<file path="src/rtl/uart_irq_pkg.sv">
package uart_irq_pkg;

  localparam int unsigned IER_BITS = 4;

  // enable bit positions (decoded by host software, kept fixed)
  localparam int unsigned EN_RX    = 0;
  localparam int unsigned EN_THRE  = 1;
  localparam int unsigned EN_LINE  = 2;
  localparam int unsigned EN_MODEM = 3;

  // sticky flag positions
  localparam int unsigned FL_OVR = 0;
  localparam int unsigned FL_BRK = 1;
  localparam int unsigned FL_N   = 2;

  typedef enum logic [3:0] {
    ID_MODEM   = 4'h0,
    ID_NONE    = 4'h1,
    ID_THRE    = 4'h2,
    ID_RXDATA  = 4'h4,
    ID_LINE    = 4'h6,
    ID_TIMEOUT = 4'hC
  } irq_id_e;

  function automatic int unsigned trig_level(input int unsigned sel);
    case (sel)
      0:       trig_level = 1;
      1:       trig_level = 4;
      2:       trig_level = 8;
      default: trig_level = 14;
    endcase
  endfunction

endpackage

</file>
<file path="src/rtl/uart_irq_enables.sv">
module uart_irq_enables
  import uart_irq_pkg::*;
(
  input  logic                clk,
  input  logic                rst_n,
  input  logic                ier_we,
  input  logic [IER_BITS-1:0] ier_wdata,
  input  logic                thr_write,
  input  logic                thr_drained,
  input  logic                thr_empty,
  input  logic                iir_re,
  input  logic                iir_shows_thre,
  output logic [IER_BITS-1:0] ier_d,
  output logic                pend_d,
  output logic [IER_BITS-1:0] ier_q,
  output logic                pend_q
);

  logic thre_toggle;
  logic ier_en;
  logic pend_en;

  assign thre_toggle = ier_we && (ier_wdata[EN_THRE] != ier_q[EN_THRE]);
  assign ier_en      = ier_we;

  always_comb begin
    ier_d = ier_en ? ier_wdata : ier_q;
  end

  always_comb begin
    pend_d = pend_q;
    if (thre_toggle)                  pend_d = ier_wdata[EN_THRE] & thr_empty;
    else if (thr_write)               pend_d = 1'b0;
    else if (thr_drained)             pend_d = 1'b1;
    else if (iir_re && iir_shows_thre) pend_d = 1'b0;
  end

  assign pend_en = (pend_d != pend_q);

  always_ff @(posedge clk or negedge rst_n) begin
    if (!rst_n) begin
      ier_q <= '0;
    end else if (ier_en) begin
      ier_q <= ier_d;
    end
  end

  always_ff @(posedge clk or negedge rst_n) begin
    if (!rst_n) begin
      pend_q <= 1'b0;
    end else if (pend_en) begin
      pend_q <= pend_d;
    end
  end

endmodule

</file>
<file path="src/rtl/uart_irq_status.sv">
module uart_irq_status #(
  parameter int unsigned N = 2
) (
  input  logic         clk,
  input  logic         rst_n,
  input  logic [N-1:0] set_vec,
  input  logic         clr,
  output logic [N-1:0] flag_d,
  output logic [N-1:0] flag_q
);

  for (genvar g = 0; g < N; g++) begin : g_sticky
    logic en;
    always_comb begin
      flag_d[g] = set_vec[g] | (flag_q[g] & ~clr);
    end
    assign en = set_vec[g] | clr;
    always_ff @(posedge clk or negedge rst_n) begin
      if (!rst_n) begin
        flag_q[g] <= 1'b0;
      end else if (en) begin
        flag_q[g] <= flag_d[g];
      end
    end
  end

endmodule

</file>
<file path="src/rtl/uart_irq_encode.sv">
module uart_irq_encode
  import uart_irq_pkg::*;
#(
  parameter int unsigned CNT_W = 5
) (
  input  logic [IER_BITS-1:0] ier,
  input  logic                pend,
  input  logic [FL_N-1:0]     flags,
  input  logic                rx_parity_err,
  input  logic                rx_frame_err,
  input  logic                rx_ready,
  input  logic [CNT_W-1:0]    rx_count,
  input  logic                rx_timeout,
  input  logic                fifo_en,
  input  logic [1:0]          trig_sel,
  input  logic [3:0]          msr_delta,
  output irq_id_e             code
);

  logic [CNT_W-1:0] lvl [4];

  for (genvar g = 0; g < 4; g++) begin : g_lvl
    assign lvl[g] = CNT_W'(trig_level(g));
  end

  logic src_line, src_tmo, src_rx, src_thre, src_modem, at_level;

  assign at_level  = (rx_count >= lvl[trig_sel]);
  assign src_line  = ier[EN_LINE] & ((|flags) | rx_parity_err | rx_frame_err);
  assign src_tmo   = ier[EN_RX] & rx_timeout;
  assign src_rx    = ier[EN_RX] & rx_ready & (~fifo_en | at_level);
  assign src_thre  = ier[EN_THRE] & pend;
  assign src_modem = ier[EN_MODEM] & (|msr_delta);

  always_comb begin
    if (src_line)       code = ID_LINE;
    else if (src_tmo)   code = ID_TIMEOUT;
    else if (src_rx)    code = ID_RXDATA;
    else if (src_thre)  code = ID_THRE;
    else if (src_modem) code = ID_MODEM;
    else                code = ID_NONE;
  end

endmodule

</file>
<file path="src/rtl/uart_irq_ident.sv">
module uart_irq_ident
  import uart_irq_pkg::*;
#(
  parameter int unsigned DEPTH = 16,
  parameter int unsigned CNT_W = $clog2(DEPTH + 1)
) (
  input  logic             clk,
  input  logic             rst_n,
  input  logic             ier_we,
  input  logic [7:0]       ier_wdata,
  input  logic             fcr_we,
  input  logic [7:0]       fcr_wdata,
  input  logic             iir_re,
  input  logic             lsr_re,
  input  logic             thr_write,
  input  logic             thr_drained,
  input  logic             thr_empty,
  input  logic             ovr_set,
  input  logic             brk_set,
  input  logic             rx_parity_err,
  input  logic             rx_frame_err,
  input  logic             rx_ready,
  input  logic [CNT_W-1:0] rx_count,
  input  logic             rx_timeout,
  input  logic [3:0]       msr_delta,
  output logic [3:0]       ier_q,
  output logic [1:0]       lsr_flags_q,
  output logic [7:0]       iir_q,
  output logic             irq
);

  logic [IER_BITS-1:0] ier_d;
  logic                pend_d, pend_q;
  logic [FL_N-1:0]     flag_d, flag_q, flag_set;
  logic                fen_d, fen_q;
  logic [1:0]          trig_d, trig_q;
  irq_id_e             code;
  logic [7:0]          iir_d;
  logic                irq_d;
  logic                iir_shows_thre;

  assign iir_shows_thre = (iir_q[3:0] == ID_THRE);

  uart_irq_enables u_en (
    .clk            (clk),
    .rst_n          (rst_n),
    .ier_we         (ier_we),
    .ier_wdata      (ier_wdata[IER_BITS-1:0]),
    .thr_write      (thr_write),
    .thr_drained    (thr_drained),
    .thr_empty      (thr_empty),
    .iir_re         (iir_re),
    .iir_shows_thre (iir_shows_thre),
    .ier_d          (ier_d),
    .pend_d         (pend_d),
    .ier_q          (ier_q),
    .pend_q         (pend_q)
  );

  always_comb begin
    flag_set         = '0;
    flag_set[FL_OVR] = ovr_set;
    flag_set[FL_BRK] = brk_set;
  end

  uart_irq_status #(.N(FL_N)) u_st (
    .clk     (clk),
    .rst_n   (rst_n),
    .set_vec (flag_set),
    .clr     (lsr_re),
    .flag_d  (flag_d),
    .flag_q  (flag_q)
  );

  assign lsr_flags_q = flag_q;

  // FIFO mode and trigger selection
  always_comb begin
    fen_d  = fcr_we ? fcr_wdata[0]   : fen_q;
    trig_d = fcr_we ? fcr_wdata[7:6] : trig_q;
  end

  always_ff @(posedge clk or negedge rst_n) begin
    if (!rst_n) begin
      fen_q  <= 1'b0;
      trig_q <= 2'b00;
    end else if (fcr_we) begin
      fen_q  <= fen_d;
      trig_q <= trig_d;
    end
  end

  // encoder sees next-state values so every event lands in one clock
  uart_irq_encode #(.CNT_W(CNT_W)) u_enc (
    .ier           (ier_d),
    .pend          (pend_d),
    .flags         (flag_d),
    .rx_parity_err (rx_parity_err),
    .rx_frame_err  (rx_frame_err),
    .rx_ready      (rx_ready),
    .rx_count      (rx_count),
    .rx_timeout    (rx_timeout),
    .fifo_en       (fen_d),
    .trig_sel      (trig_d),
    .msr_delta     (msr_delta),
    .code          (code)
  );

  always_comb begin
    iir_d = {fen_d, fen_d, 2'b00, code};
    irq_d = (code != ID_NONE);
  end

  always_ff @(posedge clk or negedge rst_n) begin
    if (!rst_n) begin
      iir_q <= {4'h0, ID_NONE};
      irq   <= 1'b0;
    end else begin
      iir_q <= iir_d;
      irq   <= irq_d;
    end
  end

endmodule

</file>
<file path="config.mk">
export PLATFORM = sky130hd
export DESIGN_NAME = uart_irq_ident
export DESIGN_NICKNAME = d
export VERILOG_FILES = /design/src/rtl/uart_irq_pkg.sv /design/src/rtl/uart_irq_enables.sv /design/src/rtl/uart_irq_status.sv /design/src/rtl/uart_irq_encode.sv /design/src/rtl/uart_irq_ident.sv
export SDC_FILE = /design/constraint.sdc
export NUM_CORES = 1
export LEC_CHECK = 0
export CAP_MARGIN = 15
export CORE_MARGIN = 2
export CORE_UTILIZATION = 35
export CTS_CLUSTER_SIZE = 14
export DETAILED_ROUTE_END_ITERATION = 6
export PLACE_DENSITY = 0.85
export SYNTH_ARGS = -nofsm -noshare
export SYNTH_HDL_FRONTEND = slang
export SYNTH_SLANG_ARGS = --single-unit
</file>
<file path="constraint.sdc">
create_clock -name clk -period 2.3 [get_ports clk]
set_input_delay 0.69 -clock clk [delete_from_list [all_inputs] [get_ports clk]]
set_output_delay 0.69 -clock clk [all_outputs]
set_load 0.005 [all_outputs]
</file>
Yosys cells after proc, flatten, opt, wreduce, memory -nomap -nowiden
Cells that the tools add are included.
W data, S select, Z words.
{"block": "totals", "out_inout_bits": 15, "input_bits": 40, "wordCells": 52, "ff_bits": 16}
{"block": "classes", "n_lt_le_gt_ge": 2, "reduce_logical": 4, "eq_ne": 4, "mux": 15, "bitwise": 19}
{"cell": "$mux W4", "n": 5}
{"cell": "$bmux W5 S2", "n": 1}
{"cell": "$mux W5", "n": 2}
{"cell": "$and A1 B1 Y1", "n": 9}
{"cell": "$or A1 B1 Y1", "n": 7}
{"cell": "$mux W1", "n": 6}
{"cell": "$ge A5 B5 Y1", "n": 1}
{"cell": "$eq A4 B2 Y1 const B", "n": 1}
{"cell": "$ne A4 B1 Y1 const B", "n": 1}
{"cell": "$reduce_or A4 Y1", "n": 1}
{"cell": "$ge A3 B3 Y1 const B", "n": 1}
{"cell": "$not A2 Y3", "n": 1}
{"cell": "$logic_and A1 B1 Y1", "n": 2}
{"cell": "$mux W2", "n": 1}
{"cell": "$ne A1 B1 Y1", "n": 2}
{"cell": "$not A1 Y1", "n": 2}
{"cell": "$reduce_or A2 Y1", "n": 1}

Logic depth before layout (Yosys ltp)
Gate-level depths: netlist of run 1.
{"block": "logic_depth", "ltp_word": 12, "depth_mapped": 7, "mapped_depth_nobuf": 7}

Modules after synthesis
From an unflattened synthesis of run 1, not the netlist that was laid out.
{"block": "unflattened", "hier_cells": 76, "area_unflattened_um2": 902.1}
{"module": "uart_irq_ident", "seq_area_each_um2": 226.5, "cells_each": 22, "instances": 1, "area_each_um2": 344.1}
{"module": "uart_irq_enables", "seq_area_each_um2": 125.1, "cells_each": 22, "instances": 1, "area_each_um2": 284.0}
{"module": "uart_irq_encode", "seq_area_each_um2": 0.0, "cells_each": 25, "instances": 1, "area_each_um2": 190.2}
{"module": "uart_irq_status", "seq_area_each_um2": 50.0, "cells_each": 7, "instances": 1, "area_each_um2": 83.8}

Worst setup path after synthesis of run 1
OpenSTA, ideal clock, no wires.
{"block": "synth_path", "path_type": "input-to-reg", "startpoint": "input fcr_we", "endpoint": "register irq", "setup_time_ns": 0.138, "stages": 7, "required_ns": 2.162, "setup_slack_ns": 0.161, "arrival_ns": 2.001, "path_buffers": 0, "path_cell_list": "mux2_2 -> nor2_1 -> ha_1 -> nand2b_1 -> a211oi_1 -> o211a_1 -> o211ai_1"}
{"block": "synth_via", "elab_chain_len": 12, "elab_cells_between_ends": 14, "classes_between": "order compare (1); eq/ne (1); mux (8); bitwise (4)"}
{"item": "from (decl)", "line_no": "uart_irq_ident.sv:11", "source": "input logic fcr_we,"}
{"item": "$mux W2", "line_no": "uart_irq_ident.sv:80", "source": "trig_d = fcr_we ? fcr_wdata[7:6] : trig_q;"}
{"item": "$not A2 Y3 (implied by the code)", "line_no": "uart_irq_encode.sv:28", "source": "assign at_level = (rx_count >= lvl[trig_sel]);"}
{"item": "$bmux W5 S2", "line_no": "uart_irq_encode.sv:28"}
{"item": "$mux W5 (implied by the code) (2 in a row)", "line_no": "uart_irq_encode.sv:28"}
{"item": "$ge A5 B5 Y1", "line_no": "uart_irq_encode.sv:28"}
{"item": "$or A1 B1 Y1 (*)", "line_no": "uart_irq_encode.sv:31", "source": "assign src_rx = ier[EN_RX] & rx_ready & (~fifo_en | at_level);"}
{"item": "$and A1 B1 Y1 (*)", "line_no": "uart_irq_encode.sv:31"}
{"item": "$mux W4 (*)", "line_no": "uart_irq_encode.sv:38", "source": "else if (src_rx) code = ID_RXDATA;"}
{"item": "$mux W4 (*)", "line_no": "uart_irq_encode.sv:37", "source": "else if (src_tmo) code = ID_TIMEOUT;"}
{"item": "$mux W4 (*)", "line_no": "uart_irq_encode.sv:36", "source": "if (src_line) code = ID_LINE;"}
{"item": "$ne A4 B1 Y1 (*)", "line_no": "uart_irq_ident.sv:111", "source": "irq_d = (code != ID_NONE);"}
{"item": "named net irq_d", "line_no": "uart_irq_ident.sv:39", "source": "logic irq_d;"}
{"item": "to (signal assigned)", "line_no": "uart_irq_ident.sv:120", "source": "irq <= irq_d;"}
{"item": "to (decl)", "line_no": "uart_irq_ident.sv:29", "source": "output logic irq"}
The timed path passes the listed nets; every way through them passes the cells marked *. The select of a mux whose other input is x is not followed.
A chain may end at the register's enable or synchronous reset.

Final worst setup path of run 1
{"block": "layout_path", "startpoint": "input fcr_wdata[6]", "endpoint": "register irq"}
{"block": "layout_via", "elab_chain_len": 12}
{"item": "from (decl)", "line_no": "uart_irq_ident.sv:12", "source": "input logic [7:0] fcr_wdata,"}
{"item": "$mux W2", "line_no": "uart_irq_ident.sv:80"}
{"item": "$not A2 Y3 (implied by the code)", "line_no": "uart_irq_encode.sv:28"}
{"item": "$bmux W5 S2", "line_no": "uart_irq_encode.sv:28"}
{"item": "$mux W5 (implied by the code) (2 in a row)", "line_no": "uart_irq_encode.sv:28"}
{"item": "$ge A5 B5 Y1", "line_no": "uart_irq_encode.sv:28"}
{"item": "$or A1 B1 Y1", "line_no": "uart_irq_encode.sv:31"}
{"item": "$and A1 B1 Y1", "line_no": "uart_irq_encode.sv:31"}
{"item": "$mux W4", "line_no": "uart_irq_encode.sv:38"}
{"item": "$mux W4", "line_no": "uart_irq_encode.sv:37"}
{"item": "$mux W4", "line_no": "uart_irq_encode.sv:36"}
{"item": "$ne A4 B1 Y1", "line_no": "uart_irq_ident.sv:111"}
{"item": "named net irq_d", "line_no": "uart_irq_ident.sv:39"}
The timed path passes the listed nets, and every way through them passes these cells. The select of a mux whose other input is x is not followed.

==> results.py, run 1 <==
metrics = {
    "route": {
        "drt_wl_total_mm": 2.170,
        "routed-via-count": 761,
        "via_per_inst": 5.073,
        "ant_nets": 0,
        "drc": 0,
        "avgRoutedWirePerCell_um": 14.47,
        "first_pass_iters": 4,
        "drt_iter0_markers": 15,
    },
    "global_route": {
        "grt_max_degree": 17,
        "grtUsageTotal": 0.1587,
        "grt_pass1_vias": 779,
        "grt_pass1_wl_mm": 3.160,
        "antenna_found_initial": 0,
        "grt-ovfl-total": 0,
    },
    "synthesis": {
        "synth_top_area_frac": 0.4594,
        "seq_area_frac_synth": 0.4916,
        "synth_flop_cell": "dfrtp_1",
        "ys_ff_latch": 16,
        "synth_top_cells_by_area": "dfrtp_1, mux2_2, ha_1",
        "synthCells": 73,
        "synth_cell_types": 30,
        "synth_area_um2": 817.0,
        "async_flop_share": 1.000,
        "yosysTopAreaCell": "dfrtp_1",
        "yosysWarnings": 0,
        "avgSynthCellArea_um2": 11.19,
        "synth_edf_count": 0,
    },
    "placed_design": {
        "dpl.cell_count": 146,
        "place_worst_setup_slack_ns": -0.4924,
        "numPortBuffers": 43,
        "gp_congestion": 0.7118,
        "dp_hpwl_mm": 1.641,
    },
    "power": {
        "p_leak_uw": 0.0006075,
        "vdd_ir_drop_max_mv": 0.3467,
        "powerDensity_nw_per_um2": 533.6,
    },
    "sta": {
        "finalClockSkew_ns": 0.003711,
        "drv_slew": 0,
        "setup_viol": 0,
        "clock.fmax_ghz": 0.4444,
        "fin_crit_sh": 0.9783,
        "period_minus_slack_ns": 2.250,
        "setup_ws_ns": 0.04990,
        "hold_violations": 0,
    },
    "job": {
        "drv_cap": 0,
    },
    "layout": {
        "diodes": 0,
        "fillers": 195,
        "final_cells": 150,
        "syn_to_final_growth_pct": 65.70,
        "drive_gt1_frac": 0.1885,
        "seqCellArea_um2": 401.6,
        "final_nets": 167,
        "multiInputGateArea_um2": 395.4,
    },
    "clocking": {
        "htree_num_levels": 1,
        "cts_tree": "yes",
        "clock_sinks": 16,
        "clkLatencyLatePin_ns": 0.29,
        "cts.path.max_buffers": 2,
        "clockRootBuffer": "clkbuf_4",
        "cts_made_buffers": 3,
        "path_clk_slew_ns": 0.09,
        "postCtsHoldBufs": 0,
    },
    "min_path": {
        "hp-class": "flop to flop",
    },
    "critical_path": {
        "endpoint_kind": "flop",
        "crit_fanout": 4,
        "worstPathRequired_ns": 2.45,
        "worstSetupPathType": "input pin to flop",
        "cp-start-kind": "input pin",
        "arrival_ns": 2.40,
    },
    "outcome": {
        "status": "completed",
    },
    "die": {
        "io_pins": 55,
        "coreArea_um2": 2212,
        "die_w_um": 52.32,
        "die_h_um": 52.32,
        "start_util": 0.3693,
        "dieArea_um2": 2737,
        "num_rows": 17,
    },
}
==> state kept, by name, summed over array words and instances (netlist names) <==
signal       cells
iir_q            5
u_en.ier_q       4
trig_q           2
u_st.flag_q      2
fen_q            1
irq              1
u_en.pend_q      1
==> cells in the final DEF, fill, tap and decap left out, types with 2 or more instances in the layout <==
cell type	instances
buf_4	5
ha_1	4
inv_1	5
clkdlybuf4s50_1	42
nand2_1	5
nor2_1	2
o21ai_0	3
dfrtp_1	15
clkbuf_4	3
a31oi_1	2
mux2_2	5
o21bai_1	2
conb_1	2
mux2_4	3
a21o_1	2
o211a_1	2
==> area by class of cell <==
| class | count | share of cell area |
|---|---|---|
| Timing Repair Buffer | 48 | 0.3447 |
| Sequential cell | 16 | 0.2967 |
| Multi-Input combinational cell | 49 | 0.2921 |
| Clock buffer | 4 | 0.02680 |
| Tap cell | 28 | 0.02588 |
| Inverter | 5 | 0.01386 |
==> cell usage after synthesis (2+ instances only) <==
cell type and number:
nand2b_1 2, dfrtp_1 15, buf_4 3, nor2_1 3, inv_1 5, o21bai_1 2
a31oi_1 2, mux2_2 7, nand2_1 5, ha_1 4, o211a_1 2, a21o_1 2
o21ai_0 4
==> path summary, 6_finish.rpt <==
path	from	to	slack, ns	cells after the start
max in group asynchronous	rst_n	iir_q[0]	1.34	2
min	fen_q	fen_q	0.52	1
min in group asynchronous	rst_n	iir_q[2]	0.71	2
min reg2reg	fen_q	fen_q	0.52	1
max	fcr_wdata[6]	irq	0.05	8
max reg2reg	trig_q[0]	irq	0.48	7
==> metal layers <==
metal  share of wire  GRT usage  vias up
met5               0          0        -
met4           0.014    0.07692        0
met3           0.076    0.04000        4
met2            0.54     0.2938       43
met1            0.36     0.1633      361
li1                -          -      353
==> report_power, final <==
group	leakage, µW	total [µW]	internal (µW)	switching, µW
combinational	0.000402	212	137	75.2
clock	0.0000210	183	96.4	87.1
sequential	0.000184	327	311	16.3
==> logic make-up after synthesis <==
group / after synthesis / synth area share
AO/OA/AOI/OAI: 18 / 0.1562
adder cells (fa/ha/maj): 4 / 0.06126
buffers and inverters: 9 / 0.06432
flip-flops: 16 / 0.4916
multiplexers: 8 / 0.1149
other: 1 / 0.004590
AND/OR/NAND/NOR: 17 / 0.1072
==> what timing repair did <==
action / CTS / global route
gates resized for setup: 2 / 6
gates cloned: 0 / 0
setup buffers: 0 / 0
endpoints found under the setup margin: 4 / 4
pin swaps: 2 / 3
==> critical path: stages <==
cell and delay [ns]:
clkdlybuf4s50_1 0.41, mux2_4 0.28, buf_4 0.15, nand2_1 0.06
ha_1 0.23, a211oi_2 0.22, o211a_1 0.26, o211ai_1 0.11
==> per-stage QoR <==
stage | hold WS [ns] | cell area [µm²] | TNS [ns] | util | power, µW
5_1_grt | 0.5517 | 1354 | -0.007339 | 0.6120 | 759.5
6_report | 0.5235 | 1354 | 0 | 0.6120 | 722.4
4_1_cts | 0.5252 | 1330 | 0 | 0.6012 | 714.9
2_1_floorplan | 0.3944 | 820.8 | 0 | - | 403.1
3_3_place_gp | 0.4857 | 1290 | -1.769 | 0.5831 | 519.1
3_5_place_dp | 0.5040 | 1290 | -1.879 | 0.5831 | 528.9
Power figures use the tool's default switching activity.
==> run 2: changes to the inputs <==
Settings changed: CORE_UTILIZATION 35 to 36, PLACE_DENSITY 0.85 to 0.84, RECOVER_POWER set to 25, SYNTH_HIERARCHICAL set to 1.
==> run 2 against run 1 <==
Compared with the run above: the run now ends with negative setup slack left; sequential power is essentially flat; final area grew 11%; via count up 2.5%; critical path depth is 2 higher; total power up 3.8%; core utilization rose by 0.53 points; critical endpoint unchanged.
==> results.py, run 2 <==
metrics = {
    "synthesis": {
        "synth_compound_area_frac": 0.1401,
        "synth_most_common_cell": "dfrtp_1",
        "async_flop_share": 1.000,
        "seq_area_frac_synth": 0.4452,
        "yosysWarnings": 6,
        "synth_top_area_frac": 0.4161,
        "yosys-top-cells-count": "dfrtp_1, mux2_2, nand2_1",
        "synthSimpleGateAreaFrac": 0.1123,
        "avgSynthCellArea_um2": 11.87,
        "synth_flop_cell": "dfrtp_1",
        "synthAdderAreaFrac": 0.05548,
        "synth_top_cells_by_area": "dfrtp_1, mux2_2, ha_1",
        "synth_edf_count": 0,
        "yosysTopAreaCell": "dfrtp_1",
        "ys_ff_latch": 16,
        "synth_cell_types": 30,
        "synth_area_um2": 902.1,
        "muxShareOfSynthArea": 0.1748,
        "synthCells": 76,
        "synth-xor-area-share": 0,
        "synth_top_family_by_area": "multiplexers",
    },
    "global_route": {
        "grt_pass1_vias": 769,
        "grt_pass1_wl_mm": 3.201,
        "grtUsageTotal": 0.1605,
        "grt-ovfl-total": 0,
        "grt_max_degree": 12,
        "antenna_found_initial": 0,
    },
    "power": {
        "vdd_ir_drop_max_mv": 0.4032,
        "p_leak_uw": 0.0006640,
        "powerDensity_nw_per_um2": 499.5,
    },
    "route": {
        "via_per_inst": 4.906,
        "first_pass_iters": 2,
        "avgRoutedWirePerCell_um": 13.07,
        "drt_wl_total_mm": 2.078,
        "ant_nets": 0,
        "routed-via-count": 780,
        "drc": 0,
        "drt_iter0_markers": 5,
    },
    "die": {
        "num_rows": 18,
        "io_pins": 55,
        "die_h_um": 54.06,
        "start_util": 0.3709,
        "coreArea_um2": 2432,
        "dieArea_um2": 2922,
        "die_w_um": 54.06,
    },
    "sta": {
        "setup_viol": 1,
        "tns_ns": -0.02129,
        "setup_ws_ns": -0.02129,
        "period_minus_slack_ns": 2.321,
        "hold_violations": 0,
        "drv_slew": 0,
        "clock.fmax_ghz": 0.4308,
        "finalClockSkew_ns": 0.006380,
        "fin_crit_sh": 1.009,
        "rsz0062_at_grt": "yes",
    },
    "clocking": {
        "postCtsHoldBufs": 0,
        "cts_made_buffers": 3,
        "cts_tree": "yes",
        "clock_sinks": 16,
        "cts.path.max_buffers": 2,
        "clkLatencyLatePin_ns": 0.29,
        "clockRootBuffer": "clkbuf_4",
        "path_clk_slew_ns": 0.08,
        "htree_num_levels": 1,
    },
    "critical_path": {
        "cp-start-kind": "input pin",
        "arrival_ns": 2.48,
        "crit_fanout": 3,
        "cp_slowest_cell": "or4b_1",
        "max_stage_delay_ns": 0.51,
        "worstPathRequired_ns": 2.46,
        "rr_worst_depth": 9,
        "endpoint_kind": "flop",
        "worstSetupPathType": "input pin to flop",
        "cp_cell_sequence": "buf_8 -> mux2_4 -> inv_1 -> ha_2 -> nor4b_2 -> nor2_1 -> a41oi_2 -> buf_4 -> nand2_2 -> or4b_1",
    },
    "layout": {
        "final_common_cell": "clkdlybuf4s50_1",
        "fin_util": 0.6173,
        "syn_to_final_growth_pct": 66.44,
        "regMostFlops": "iir_q",
        "top_regs": "iir_q x5, u_en/ier_q x4",
        "layout_common_cells": "clkdlybuf4s50_1, dfrtp_1, mux2_2",
        "drive_gt1_frac": 0.3488,
        "final_nets": 174,
        "diodes": 0,
        "fillers": 196,
        "largest_reg_flops": 5,
    },
    "min_path": {
        "hp-class": "flop to flop",
        "hold-path-cell-count": 1,
    },
    "placed_design": {
        "numPortBuffers": 43,
        "gp_congestion": 0.7976,
        "place_worst_setup_slack_ns": -0.8473,
        "dp_hpwl_mm": 1.707,
    },
    "outcome": {
        "violations": "negative setup slack",
        "status": "complete, but fails checks",
    },
    "job": {
        "drv_cap": 0,
    },
}
## run 2: worst max-delay path, delay by kind of cell
family / cells / cell delay, ns
adders and majority gates: 1 / 0.18
buffers and inverters: 3 / 0.29
muxes: 1 / 0.22
AOI/OAI and AO/OA: 1 / 0.19
and+or+nand+nor: 4 / 0.91
## run 2: power breakdown
part / leakage (µW) / switching [µW] / internal (µW)
Combinational: 0.000460 / 89.0 / 153
Sequential: 0.000183 / 16.4 / 309
Clock: 0.0000210 / 85.5 / 96.5
## run 2: what timing repair did
item	in CTS	in global routing
cloned	0	0
pin swaps	14	0
gates resized for setup	35	1
endpoints found under the setup margin	2	1
setup buffers	2	0
## run 2: final cells by class
cell class                      count  area (µm²)  area share
Multi-Input combinational cell     50       506.7      0.3375
Timing Repair Buffer               53       494.2      0.3292
Sequential cell                    16       401.6      0.2675
Tap cell                           30       37.54     0.02500
Clock buffer                        4       36.28     0.02417
Inverter                            6       25.02     0.01667
## run 2: metal layers
metal  wire length (µm)  vias to the layer above  track usage  part of all wire
met5                  0                        -            0                 0
li1                   -                      375            -                 -
met3                128                        5      0.04722             0.062
met4                 22                        0      0.06250             0.011
met1                783                      372       0.1707              0.38
met2               1143                       28       0.2947              0.55
## run 2: path summary, 6_finish.rpt
kind / startpoint / end / slack, ns
max: fcr_we / irq / -0.02
min: fen_q / iir_q[6] / 0.52
max reg2reg: trig_q[1] / irq / 0.11
min reg2reg: fen_q / iir_q[6] / 0.52
max in group asynchronous: rst_n / fen_q / 1.03
min in group asynchronous: rst_n / u_en/pend_q / 0.79
## run 2: logic make-up (layout without fill, tap and decap cells)
family                   Yosys count  after routing
flip-flops                        16             16
AND/OR/NAND/NOR                   16             16
AO/OA/AOI/OAI                     14             14
multiplexers                      14             14
buffers and inverters             11             63
adder cells (fa/ha/maj)            4              4
other                              1              2
## run 2: metrics by stage
step / total power (µW) / instance area (µm²) / hold slack [ns] / instances
finish: 750.0 / 1501 / 0.5204 / 159
global route: 796.8 / 1501 / 0.5477 / 159
CTS: 756.8 / 1503 / 0.5172 / 159
detailed placement: 553.2 / 1403 / 0.4963 / 153
global placement: 544.2 / 1403 / 0.4861 / 153
floorplan: 426.7 / 923.4 / 0.3944 / 77
